==> src/rtl/spi_flash_pkg.sv <==
package spi_flash_pkg;

  localparam int REG_AW = 5;
  localparam int WORD_W = 32;

  localparam logic [REG_AW-1:0] OFF_CONF  = 5'h00;
  localparam logic [REG_AW-1:0] OFF_CSCTL = 5'h04;
  localparam logic [REG_AW-1:0] OFF_CTRL  = 5'h10;

  typedef enum logic [1:0] {
    MODE_READ  = 2'd0,
    MODE_FREAD = 2'd1,
    MODE_WRITE = 2'd2,
    MODE_USER  = 2'd3
  } fmode_e;

  typedef struct packed {
    logic       win_wr_en;
    logic       addr4;
    fmode_e     mode;
    logic       cs_stop;
    logic [7:0] opcode;
  } fcfg_t;

  // bytes moved by one window access
  function automatic logic [2:0] size_bytes(input logic [1:0] sz);
    case (sz)
      2'd0:    return 3'd1;
      2'd1:    return 3'd2;
      default: return 3'd4;
    endcase
  endfunction

  // header byte idx of a command frame: opcode, address MSB first, then dummy
  function automatic logic [7:0] hdr_byte(input logic [7:0] op, input logic [31:0] addr,
                                          input logic [2:0] alen, input logic [2:0] idx);
    logic [5:0] sh;
    if (idx == 3'd0) return op;
    if (idx <= alen) begin
      sh = {3'(alen - idx), 3'b000};
      return 8'(addr >> sh);
    end
    return 8'h00;
  endfunction

  function automatic logic [7:0] lane(input logic [WORD_W-1:0] w, input logic [1:0] k);
    return w[k*8 +: 8];
  endfunction

endpackage

==> src/rtl/spi_flash_regs.sv <==
module spi_flash_regs
  import spi_flash_pkg::*;
(
  input  logic                clk,
  input  logic                rst_n,
  input  logic                reg_valid,
  input  logic                reg_write,
  input  logic [REG_AW-1:0]   reg_addr,
  input  logic [WORD_W-1:0]   reg_wdata,
  output logic [WORD_W-1:0]   reg_rdata,
  output fcfg_t               cfg
);

  logic       wen_q;
  logic       a4_q;
  logic [1:0] mode_q;
  logic       stop_q;
  logic [7:0] op_q;
  logic       unused_wdata;

  assign unused_wdata = ^{reg_wdata[31:24], reg_wdata[15:3]};

  always_ff @(posedge clk or negedge rst_n) begin
    if (!rst_n) begin
      wen_q  <= 1'b0;
      a4_q   <= 1'b0;
      mode_q <= 2'd0;
      stop_q <= 1'b0;
      op_q   <= 8'h00;
    end else if (reg_valid && reg_write) begin
      case (reg_addr)
        OFF_CONF:  wen_q <= reg_wdata[16];
        OFF_CSCTL: a4_q  <= reg_wdata[0];
        OFF_CTRL: begin
          mode_q <= reg_wdata[1:0];
          stop_q <= reg_wdata[2];
          op_q   <= reg_wdata[23:16];
        end
        default: ;
      endcase
    end
  end

  always_comb begin
    reg_rdata = '0;
    case (reg_addr)
      OFF_CONF:  reg_rdata[16] = wen_q;
      OFF_CSCTL: reg_rdata[0]  = a4_q;
      OFF_CTRL:  reg_rdata     = {8'h00, op_q, 13'd0, stop_q, mode_q};
      default: ;
    endcase
  end

  assign cfg = '{win_wr_en: wen_q, addr4: a4_q, mode: fmode_e'(mode_q),
                 cs_stop: stop_q, opcode: op_q};

endmodule

==> src/rtl/spi_flash_shifter.sv <==
module spi_flash_shifter #(
  parameter int HALF_DIV = 4
) (
  input  logic       clk,
  input  logic       rst_n,
  input  logic       start,
  input  logic [7:0] tx_byte,
  input  logic       miso,
  output logic       busy,
  output logic       done,
  output logic [7:0] rx_byte,
  output logic       sclk,
  output logic       mosi,
  output logic       rise_evt,
  output logic       fall_evt
);

  localparam int CW = (HALF_DIV < 2) ? 1 : $clog2(HALF_DIV);
  localparam logic [CW-1:0] CNT_END = CW'(HALF_DIV - 1);

  logic [CW-1:0] cnt_q;
  logic [2:0]    bit_q;
  logic [7:0]    tx_q;
  logic [7:0]    rx_q;
  logic          phase_q;
  logic          busy_q;
  logic          done_q;
  logic          tick;

  assign tick     = busy_q && (cnt_q == CNT_END);
  assign rise_evt = tick && !phase_q;
  assign fall_evt = tick && phase_q;

  always_ff @(posedge clk or negedge rst_n) begin
    if (!rst_n) begin
      cnt_q   <= '0;
      bit_q   <= '0;
      tx_q    <= '0;
      rx_q    <= '0;
      phase_q <= 1'b0;
      busy_q  <= 1'b0;
      done_q  <= 1'b0;
    end else begin
      done_q <= 1'b0;
      if (!busy_q) begin
        if (start) begin
          busy_q  <= 1'b1;
          tx_q    <= tx_byte;
          cnt_q   <= '0;
          bit_q   <= '0;
          phase_q <= 1'b0;
        end
      end else if (tick) begin
        cnt_q <= '0;
        if (rise_evt) begin
          phase_q <= 1'b1;
          rx_q    <= {rx_q[6:0], miso};
        end else begin
          phase_q <= 1'b0;
          tx_q    <= {tx_q[6:0], 1'b0};
          if (bit_q == 3'd7) begin
            busy_q <= 1'b0;
            done_q <= 1'b1;
          end else begin
            bit_q <= bit_q + 3'd1;
          end
        end
      end else begin
        cnt_q <= cnt_q + 1'b1;
      end
    end
  end

  assign busy    = busy_q;
  assign done    = done_q;
  assign rx_byte = rx_q;
  assign sclk    = phase_q;
  assign mosi    = busy_q & tx_q[7];

endmodule

==> src/rtl/spi_flash_seq.sv <==
module spi_flash_seq
  import spi_flash_pkg::*;
#(
  parameter int HALF_DIV = 4
) (
  input  logic              clk,
  input  logic              rst_n,
  input  fcfg_t             cfg,
  input  logic              win_valid,
  input  logic              win_write,
  input  logic [WORD_W-1:0] win_addr,
  input  logic [1:0]        win_size,
  input  logic [WORD_W-1:0] win_wdata,
  output logic              win_ready,
  output logic [WORD_W-1:0] win_rdata,
  output logic              sh_start,
  output logic [7:0]        sh_tx,
  input  logic              sh_done,
  input  logic [7:0]        sh_rx,
  output logic              cs_n,
  output logic              cmd_active,
  output logic              ign_evt
);

  localparam int GAP_CYC = 2 * HALF_DIV;
  localparam int GW      = $clog2(GAP_CYC + 1);
  localparam logic [GW-1:0] GAP_END = GW'(GAP_CYC - 1);

  typedef enum logic [2:0] {S_IDLE, S_LOAD, S_WAIT, S_GAP, S_RESP} seq_e;

  seq_e              st_q;
  logic              cmd_q, wr_q;
  logic [7:0]        op_q;
  logic [WORD_W-1:0] addr_q, wdata_q, rdata_q;
  logic [2:0]        alen_q;
  logic [3:0]        hdr_q, tot_q, idx_q;
  logic [GW-1:0]     gap_q;

  // request decode against the live configuration
  logic       is_user, do_cmd, is_fast;
  logic [2:0] alen_n;
  logic [3:0] hdr_n;
  logic [1:0] dlane;

  assign is_user = (cfg.mode == MODE_USER);
  assign is_fast = !win_write && (cfg.mode == MODE_FREAD);
  assign do_cmd  = !is_user &&
                   ((win_write && cfg.mode == MODE_WRITE && cfg.win_wr_en) ||
                    (!win_write && (cfg.mode == MODE_READ || cfg.mode == MODE_FREAD)));
  assign alen_n  = cfg.addr4 ? 3'd4 : 3'd3;
  assign hdr_n   = is_user ? 4'd0 : 4'd1 + {1'b0, alen_n} + {3'd0, is_fast};
  assign ign_evt = (st_q == S_IDLE) && win_valid && !is_user && !do_cmd;
  assign dlane   = 2'(idx_q - hdr_q);

  always_ff @(posedge clk or negedge rst_n) begin
    if (!rst_n) begin
      st_q    <= S_IDLE;
      cmd_q   <= 1'b0;
      wr_q    <= 1'b0;
      op_q    <= '0;
      addr_q  <= '0;
      wdata_q <= '0;
      rdata_q <= '0;
      alen_q  <= '0;
      hdr_q   <= '0;
      tot_q   <= '0;
      idx_q   <= '0;
      gap_q   <= '0;
    end else begin
      case (st_q)
        S_IDLE: if (win_valid) begin
          rdata_q <= '0;
          if (is_user || do_cmd) begin
            st_q    <= S_LOAD;
            cmd_q   <= do_cmd;
            wr_q    <= win_write;
            op_q    <= cfg.opcode;
            addr_q  <= win_addr;
            wdata_q <= win_wdata;
            alen_q  <= alen_n;
            hdr_q   <= hdr_n;
            tot_q   <= hdr_n + {1'b0, size_bytes(win_size)};
            idx_q   <= '0;
          end else begin
            st_q <= S_RESP;
          end
        end
        S_LOAD: st_q <= S_WAIT;
        S_WAIT: if (sh_done) begin
          if (!wr_q && idx_q >= hdr_q) rdata_q[dlane*8 +: 8] <= sh_rx;
          if (idx_q + 4'd1 == tot_q) begin
            st_q  <= cmd_q ? S_GAP : S_RESP;
            gap_q <= '0;
          end else begin
            idx_q <= idx_q + 4'd1;
            st_q  <= S_LOAD;
          end
        end
        S_GAP: begin
          gap_q <= gap_q + 1'b1;
          if (gap_q == GAP_END) st_q <= S_RESP;
        end
        S_RESP:  st_q <= S_IDLE;
        default: st_q <= S_IDLE;
      endcase
    end
  end

  assign sh_start = (st_q == S_LOAD);
  always_comb begin
    if (idx_q < hdr_q)  sh_tx = hdr_byte(op_q, addr_q, alen_q, 3'(idx_q));
    else if (wr_q)      sh_tx = lane(wdata_q, dlane);
    else                sh_tx = 8'h00;
  end

  assign cmd_active = cmd_q && (st_q == S_LOAD || st_q == S_WAIT);
  assign cs_n = cmd_active      ? 1'b0 :
                (st_q == S_GAP) ? 1'b1 :
                is_user         ? cfg.cs_stop : 1'b1;

  assign win_ready = (st_q == S_RESP);
  assign win_rdata = rdata_q;

endmodule

==> src/rtl/spi_flash_ctl.sv <==
module spi_flash_ctl
  import spi_flash_pkg::*;
#(
  parameter int HALF_DIV = 4
) (
  input  logic              clk,
  input  logic              rst_n,
  input  logic              reg_valid,
  input  logic              reg_write,
  input  logic [REG_AW-1:0] reg_addr,
  input  logic [WORD_W-1:0] reg_wdata,
  output logic [WORD_W-1:0] reg_rdata,
  input  logic              win_valid,
  input  logic              win_write,
  input  logic [WORD_W-1:0] win_addr,
  input  logic [1:0]        win_size,
  input  logic [WORD_W-1:0] win_wdata,
  output logic              win_ready,
  output logic [WORD_W-1:0] win_rdata,
  output logic              spi_sclk,
  output logic              spi_cs_n,
  output logic              spi_mosi,
  input  logic              spi_miso
);

  fcfg_t      cfg;
  logic       sh_start, sh_done, sh_busy;
  logic [7:0] sh_tx, sh_rx;
  logic       rise_evt, fall_evt;
  logic       cmd_active, ign_evt;

  spi_flash_regs u_regs (
    .clk(clk), .rst_n(rst_n), .reg_valid(reg_valid), .reg_write(reg_write),
    .reg_addr(reg_addr), .reg_wdata(reg_wdata), .reg_rdata(reg_rdata), .cfg(cfg)
  );

  spi_flash_seq #(.HALF_DIV(HALF_DIV)) u_seq (
    .clk(clk), .rst_n(rst_n), .cfg(cfg),
    .win_valid(win_valid), .win_write(win_write), .win_addr(win_addr),
    .win_size(win_size), .win_wdata(win_wdata), .win_ready(win_ready),
    .win_rdata(win_rdata), .sh_start(sh_start), .sh_tx(sh_tx),
    .sh_done(sh_done), .sh_rx(sh_rx), .cs_n(spi_cs_n),
    .cmd_active(cmd_active), .ign_evt(ign_evt)
  );

  spi_flash_shifter #(.HALF_DIV(HALF_DIV)) u_shift (
    .clk(clk), .rst_n(rst_n), .start(sh_start), .tx_byte(sh_tx), .miso(spi_miso),
    .busy(sh_busy), .done(sh_done), .rx_byte(sh_rx), .sclk(spi_sclk),
    .mosi(spi_mosi), .rise_evt(rise_evt), .fall_evt(fall_evt)
  );

endmodule

==> config.mk <==
export PLATFORM = sky130hd
export DESIGN_NAME = spi_flash_ctl
export DESIGN_NICKNAME = d
export VERILOG_FILES = /design/src/rtl/spi_flash_pkg.sv /design/src/rtl/spi_flash_regs.sv /design/src/rtl/spi_flash_shifter.sv /design/src/rtl/spi_flash_seq.sv /design/src/rtl/spi_flash_ctl.sv
export SDC_FILE = /design/constraint.sdc
export NUM_CORES = 1
export LEC_CHECK = 0
export ABC_AREA = 1
export BUFFER_PORTS_ARGS = -buffer_cell sky130_fd_sc_hd__buf_2
export CAP_MARGIN = 40
export CORE_UTILIZATION = 57
export DETAILED_ROUTE_END_ITERATION = 7
export HOLD_SLACK_MARGIN = 0.06
export PLACE_DENSITY_LB_ADDON = 0.15
export RECOVER_POWER = 50
export SYNTH_ARGS = -nofsm -noshare
export SYNTH_HDL_FRONTEND = slang
export SYNTH_SLANG_ARGS = --single-unit
==> constraint.sdc <==
create_clock -name clk -period 4.8 [get_ports clk]
set_input_delay 0.72 -clock clk [delete_from_list [all_inputs] [get_ports clk]]
set_output_delay 0.72 -clock clk [all_outputs]
set_load 0.02 [all_outputs]
==> results.cfg, run 1 <==
[placement]
dpl_worst_slack_ns = 1.701
gp_congestion = 0.8222
numPortBuffers = 135
post-dp-hpwl_mm = 12.50

[cts]
cts_tree = done
cts_resized = 0
clock-sinks = 163
htreeDepth = 4
insertion_delay_ns = 0.42
cts_hold_buffers = 0
cts.clk_slew.worst_paths_ns = 0.06
cts-root-buf = clkbuf_16
cts.path.max_buffers = 2
cts_inserted_buffers = 17
post-cts-setup-buffer-count = 0

[finish]
num-nets-final = 1323
antenna_cells = 0
syn_to_final_growth_pct = 14.30
drive_gt1_share_pct = 16.10

[critical_path]
worstPathRequired_ns = 5.11
cp-start-kind = flip-flop
end_kind = flip-flop
crit_fanout = 17
crit_type = reg -> reg
critPathArrivalTime_ns = 3.48

[logic_synthesis]
seq_area_frac_synth_pct = 47.68
synth_cell_type_count = 38
syn-cell-area_um2 = 8554
synth_warnings = 0
synth_seq_cells = 163
netlist_instances = 1080
syn_area_per_cell_um2 = 7.921

[sta]
finalSetupViolCount = 0
setup_slack_ns = 1.629
tns_ns = 0
min_period_over_period_pct = 66.06
timing.fmax_ghz = 0.3154
fin_skew_ns = 0.006430
period_minus_slack_ns = 3.171
worst_slew_pin_slew_ns = 2.146
rsz0062_at_grt = no
finalHoldViolCount = 0
maxSlewViolCount = 86
slew_headroom_pct = -43.09

[routing]
dr.pass1.iters = 5
route.detailed.wl_per_inst_um = 13.21
vias = 7244
route.met3.wl_um = 874
top_layer = met4
drc_errors = 0
wl_met1_mm = 8.388
drt_iter0_markers = 547
via_per_inst = 5.238
dr_wl_met2_mm = 8.749
routed_wl_mm = 18.26
postRouteAntennaNets = 0

[grt]
grt_antenna_before_repair = 0
grt_max_degree = 87
grt_overflow = 0
first_global_vias = 6711
grt_pass1_wl_mm = 31.67
grt_use_total_pct = 25.07

[run_status]
violations = capacitance limit, slew limit
status = finished, violations left

[min_path]
hp-class = reg -> reg

[die]
dieArea_um2 = 15500
rows = 44
core_um2 = 14590
start_util_pct = 58.64
ioPinCount = 178
die_w_um = 124.5
die_h_um = 124.5

[pwr]
leakagePower_nw = 5.386
max-vdd-ir-drop_mv = 0.2337
p_per_area_nw_per_um2 = 330.4

[run]
maxCapViolations = 1
metrics by stage:
step	hold slack, ns	instance area (um^2)	utilization (%)	power, mW	std cells
2_1_floorplan	0.4244	8630	-	1.627	1100
3_3_place_gp	0.4495	9099	62.37	1.711	1353
3_5_place_dp	0.4534	9119	62.50	1.717	1354
4_1_cts	0.3870	9787	67.08	3.250	1383
5_1_grt	0.4861	9778	67.02	3.353	1383
6_report	0.4635	9778	67.02	3.231	1383
layout by cell type, fill, tap and decap left out, types with 9 or more instances in the layout:
cell type    n
a21oi_1     34
buf_2      132
clkbuf_16   17
conb_1      21
dfrtp_1    163
ha_1        21
inv_1       89
nand2_1    415
nand3_1     37
nand4_1     41
nor2_1      51
nor3_1      26
nor4_1       9
o211ai_1     9
o21ai_0     65
final timing paths:
check / start / to / slack, ns / cells past startpoint
max: u_seq.idx_q[0] / u_seq.win_rdata[6] / 1.63 / 10
min: u_seq.win_rdata[5] / u_seq.win_rdata[5] / 0.46 / 2
max reg2reg: u_seq.idx_q[0] / u_seq.win_rdata[6] / 1.63 / 10
min reg2reg: u_seq.win_rdata[5] / u_seq.win_rdata[5] / 0.46 / 2
max in group asynchronous: rst_n / u_seq.win_rdata[26] / 2.62 / 1
min in group asynchronous: rst_n / u_seq.wdata_q[12] / 0.89 / 1
power breakdown:
part,switching (mW),internal (mW)
registers,0.0280,1.43
logic,0.153,0.0802
clock network,0.531,1.01
total,0.712,2.52
synth_stat cells (all sizes together):
| cell type | instances | area share (%) |
|---|---|---|
| a21oi | 34 | 2.0 |
| a31oi | 4 | 0.29 |
| buf | 56 | 5.0 |
| clkbuf | 13 | 0.58 |
| conb | 1 | 0.044 |
| dfrtp | 163 | 48 |
| fa | 3 | 0.70 |
| ha | 21 | 3.1 |
| inv | 96 | 4.3 |
| mux2 | 1 | 0.13 |
| nand2 | 419 | 19 |
| nand3 | 43 | 3.4 |
| nand3b | 2 | 0.18 |
| nand4 | 41 | 3.0 |
| nor2 | 55 | 2.6 |
| nor3 | 26 | 1.5 |
| nor4 | 9 | 0.66 |
| o211ai | 9 | 0.79 |
| o21ai | 71 | 4.3 |
| o22ai | 1 | 0.073 |
| o31ai | 1 | 0.088 |
| or2 | 8 | 0.58 |
| xnor2 | 1 | 0.10 |
| xor2 | 2 | 0.20 |
routing by layer:
metal	GRT usage, %	vias to the layer above
li1	-	3644
met1	35.02	3375
met2	40.27	202
met3	4.338	23
met4	7.158	0
met5	0	-
sequential cells by signal (all words and copies together), names as in the netlist, 4 cells and up:
name	count
u_regs.op_q	8
u_seq.addr_q	32
u_seq.gap_q	4
u_seq.idx_q	4
u_seq.op_q	8
u_seq.tot_q	4
u_seq.wdata_q	32
u_seq.win_rdata	32
u_shift.rx_byte	8
u_shift.tx_q	8
critical path, stage by stage, from the launching register on:
cell and delay (ns):
dfrtp_1 0.50, inv_1 0.14, ha_1 0.21, inv_1 0.07, fa_1 0.51, inv_1 0.53, ha_1 0.28, or2_0 0.49
nand3_4 0.19, nand2_1 0.10, nand2_1 0.05
layout make-up:
cell class	instances	area [um^2]
fillers	1231	4811
flip-flops and latches	163	4079
multi-input cells	772	3707
repair buffers	139	728.2
clock buffers	20	466.7
inverters	96	365.4
well taps	184	230.2
clock inverters	9	201.4
kinds of logic (layout without fill, tap and decap cells):
family,Yosys count,after routing,synth area share [%]
buf+inv,165,264,9.887
simple gates,603,603,30.61
flops,163,163,47.68
fa+ha+maj,24,24,3.774
xor+xnor,3,3,0.3072
mux,1,1,0.1316
other cells,1,21,0.04384
compound gates,120,120,7.562
Power figures use the tool's default switching activity.
==> run 2: changes to the inputs <==
CORE_UTILIZATION = 50   (was 57)
clock period = 2.6 ns   (was 4.8 ns; I/O delays follow)
==> run 2 against run 1 <==
The run now ends clean. Non-clock buffer count grew 12. Sequential share of layout area shrank 0.32 points. Global-route usage shrank 2.1 points. Count of clock-buffer cells in the layout shrank 1. Total power grew 72%. First-iteration DRC count shrank 8.4%. Critical path depth is the same. Maximum frequency grew 30%. Via count shrank 1.3%. Clock skew grew 0.0052 ns. Core utilization shrank 7.8 points. Critical endpoint is now u_seq.win_rdata[23].
==> results.cfg, run 2 (same netlist as run 1, synthesis figures left out) <==
[cts]
htreeDepth = 4
insertion_delay_ns = 0.43
clock-sinks = 163
cts_tree = done
cts-root-buf = clkbuf_16
cts_inserted_buffers = 17
cts.path.max_buffers = 2
cts.clk_slew.worst_paths_ns = 0.07

[placement]
numPortBuffers = 135
gp_congestion = 0.8043
post-dp-hpwl_mm = 13.18
dpl_worst_slack_ns = 0.06119
place_area_um2 = 9264

[pwr]
max-vdd-ir-drop_mv = 0.4677
p_per_area_nw_per_um2 = 563.7
power.switching_mw = 1.404
intPower_mw = 4.151
leakagePower_nw = 5.348
swShare_pct = 25.28
p_comb_share_pct = 7.9
seqPwrFrac_pct = 48.4
power_frac_clock_pct = 43.7

[min_path]
hold_path_startpoint = win_addr[1]
holdPathEnd = u_seq.addr_q[1]
hold_path_depth = 3
hp-class = in -> reg

[routing]
route.detailed.wl_per_inst_um = 13.15
vias = 7150
via_per_inst = 4.986
postRouteAntennaNets = 0
dr.pass1.iters = 6
drc_errors = 0
routed_wl_mm = 18.86
drt_iter0_markers = 501

[grt]
grt_use_total_pct = 22.96
grt_overflow = 0
gr-usage-met3_pct = 3.257
use_met1_pct = 31.72
grt_pass1_wl_mm = 32.57
first_global_vias = 6807
grt_antenna_before_repair = 0
grt.busiest_layer = met2
grt_max_degree = 71
use_met2_pct = 37.06

[critical_path]
critPathArrivalTime_ns = 2.80
r2r_slack_ns = 0.17
crit_type = reg -> reg
worstPathRequired_ns = 2.97
end_kind = flip-flop
cp-start-kind = flip-flop
rr_endpoint = u_seq.win_rdata[23]
crit_fanout = 4
r2r_cells = 10
r2r-start = u_seq.idx_q[0]

[finish]
antenna_cells = 0
syn_to_final_growth_pct = 15.20
drive_gt1_share_pct = 16.80
layout_commonest_cell = nand2_1
design_area_um2 = 9854
utilization_pct = 59.21
final_cell_mix = nand2_1, dfrtp_1, buf_2
num-nets-final = 1335

[sta]
period_minus_slack_ns = 2.435
finalSetupViolCount = 0
slew_headroom_pct = 4.256
min_period_over_period_pct = 93.65
timing.fmax_ghz = 0.4107
maxSlewViolCount = 0
finalHoldViolCount = 0
setup_slack_ns = 0.1650
tns_ns = 0
fin_hold_ws_ns = 0.1477
worst_slew_pin_slew_ns = 1.436
fin_skew_ns = 0.01167

[die]
die_h_um = 132.8
rows = 47
ioPinCount = 178
die_w_um = 132.8
start_util_pct = 51.40
core_um2 = 16640
dieArea_um2 = 17640

[run]
maxCapViolations = 0

[run_status]
status = complete, no violations
-- run 2: final cells by class --
type                            count  area (um^2)
Fill cell                        1596         6788
Clock inverter                     13        122.6
Multi-Input combinational cell    772         3747
Timing Repair Buffer              151        822.0
Tap cell                          220        275.3
Clock buffer                       19        442.9
Inverter                           96        365.4
Sequential cell                   163         4079
-- run 2: repair_timing --
item                                    in CTS  in global routing
setup buffers                                0                  1
hold buffers                                 1                  0
resized for setup                            0                 10
endpoints found under the setup margin       0                 32
endpoints found under the hold margin       55                  0
-- run 2: worst max-delay path by stage --
| stage | slack (ns) | startpoint | to | cells past startpoint |
|---|---|---|---|---|
| final | 0.17 | u_seq.idx_q[0] | u_seq.win_rdata[23] | 10 |
| after global routing | -0.05 | u_seq.idx_q[0] | u_seq.win_rdata[23] | 11 |
| after CTS | 0.03 | u_seq.idx_q[0] | u_seq.win_rdata[13] | 10 |
| after detailed placement | 0.06 | u_seq.idx_q[0] | u_seq.win_rdata[13] | 10 |
| after global placement | 0.14 | u_seq.idx_q[0] | u_seq.win_rdata[9] | 10 |
| after floorplan | 0.15 | u_seq.idx_q[0] | u_seq.win_rdata[10] | 12 |
-- run 2: per-layer routing --
layer  vias up  part of all wire, %
li1       3657                    -
met5         -                    0
met4         0                  1.3
met1      3279                   47
met3        21                  3.7
met2       193                   48
-- run 2: power by group through the flow --
stage | logic, mW | registers (mW) | clock network, mW
global route | 0.505 | 2.70 | 2.58
global placement | 0.436 | 2.73 | 0
finish | 0.439 | 2.69 | 2.43
detailed placement | 0.443 | 2.74 | 0
floorplan | 0.282 | 2.72 | 0
CTS | 0.447 | 2.69 | 2.47
-- run 2: critical path: stages, from the launching register on --
cell	delay, ns
dfrtp_1	0.37
inv_1	0.10
ha_1	0.15
inv_1	0.05
fa_2	0.58
ha_1	0.31
nor2_4	0.18
nand2_1	0.14
nor4_2	0.26
nand4_1	0.13
nand2_1	0.09
-- run 2: through the flow --
step                      power (mW)  std cells
after global routing           5.787       1434
final                          5.555       1434
after floorplan                3.004       1100
after detailed placement       3.179       1400
after global placement         3.169       1400
after CTS                      5.609       1433
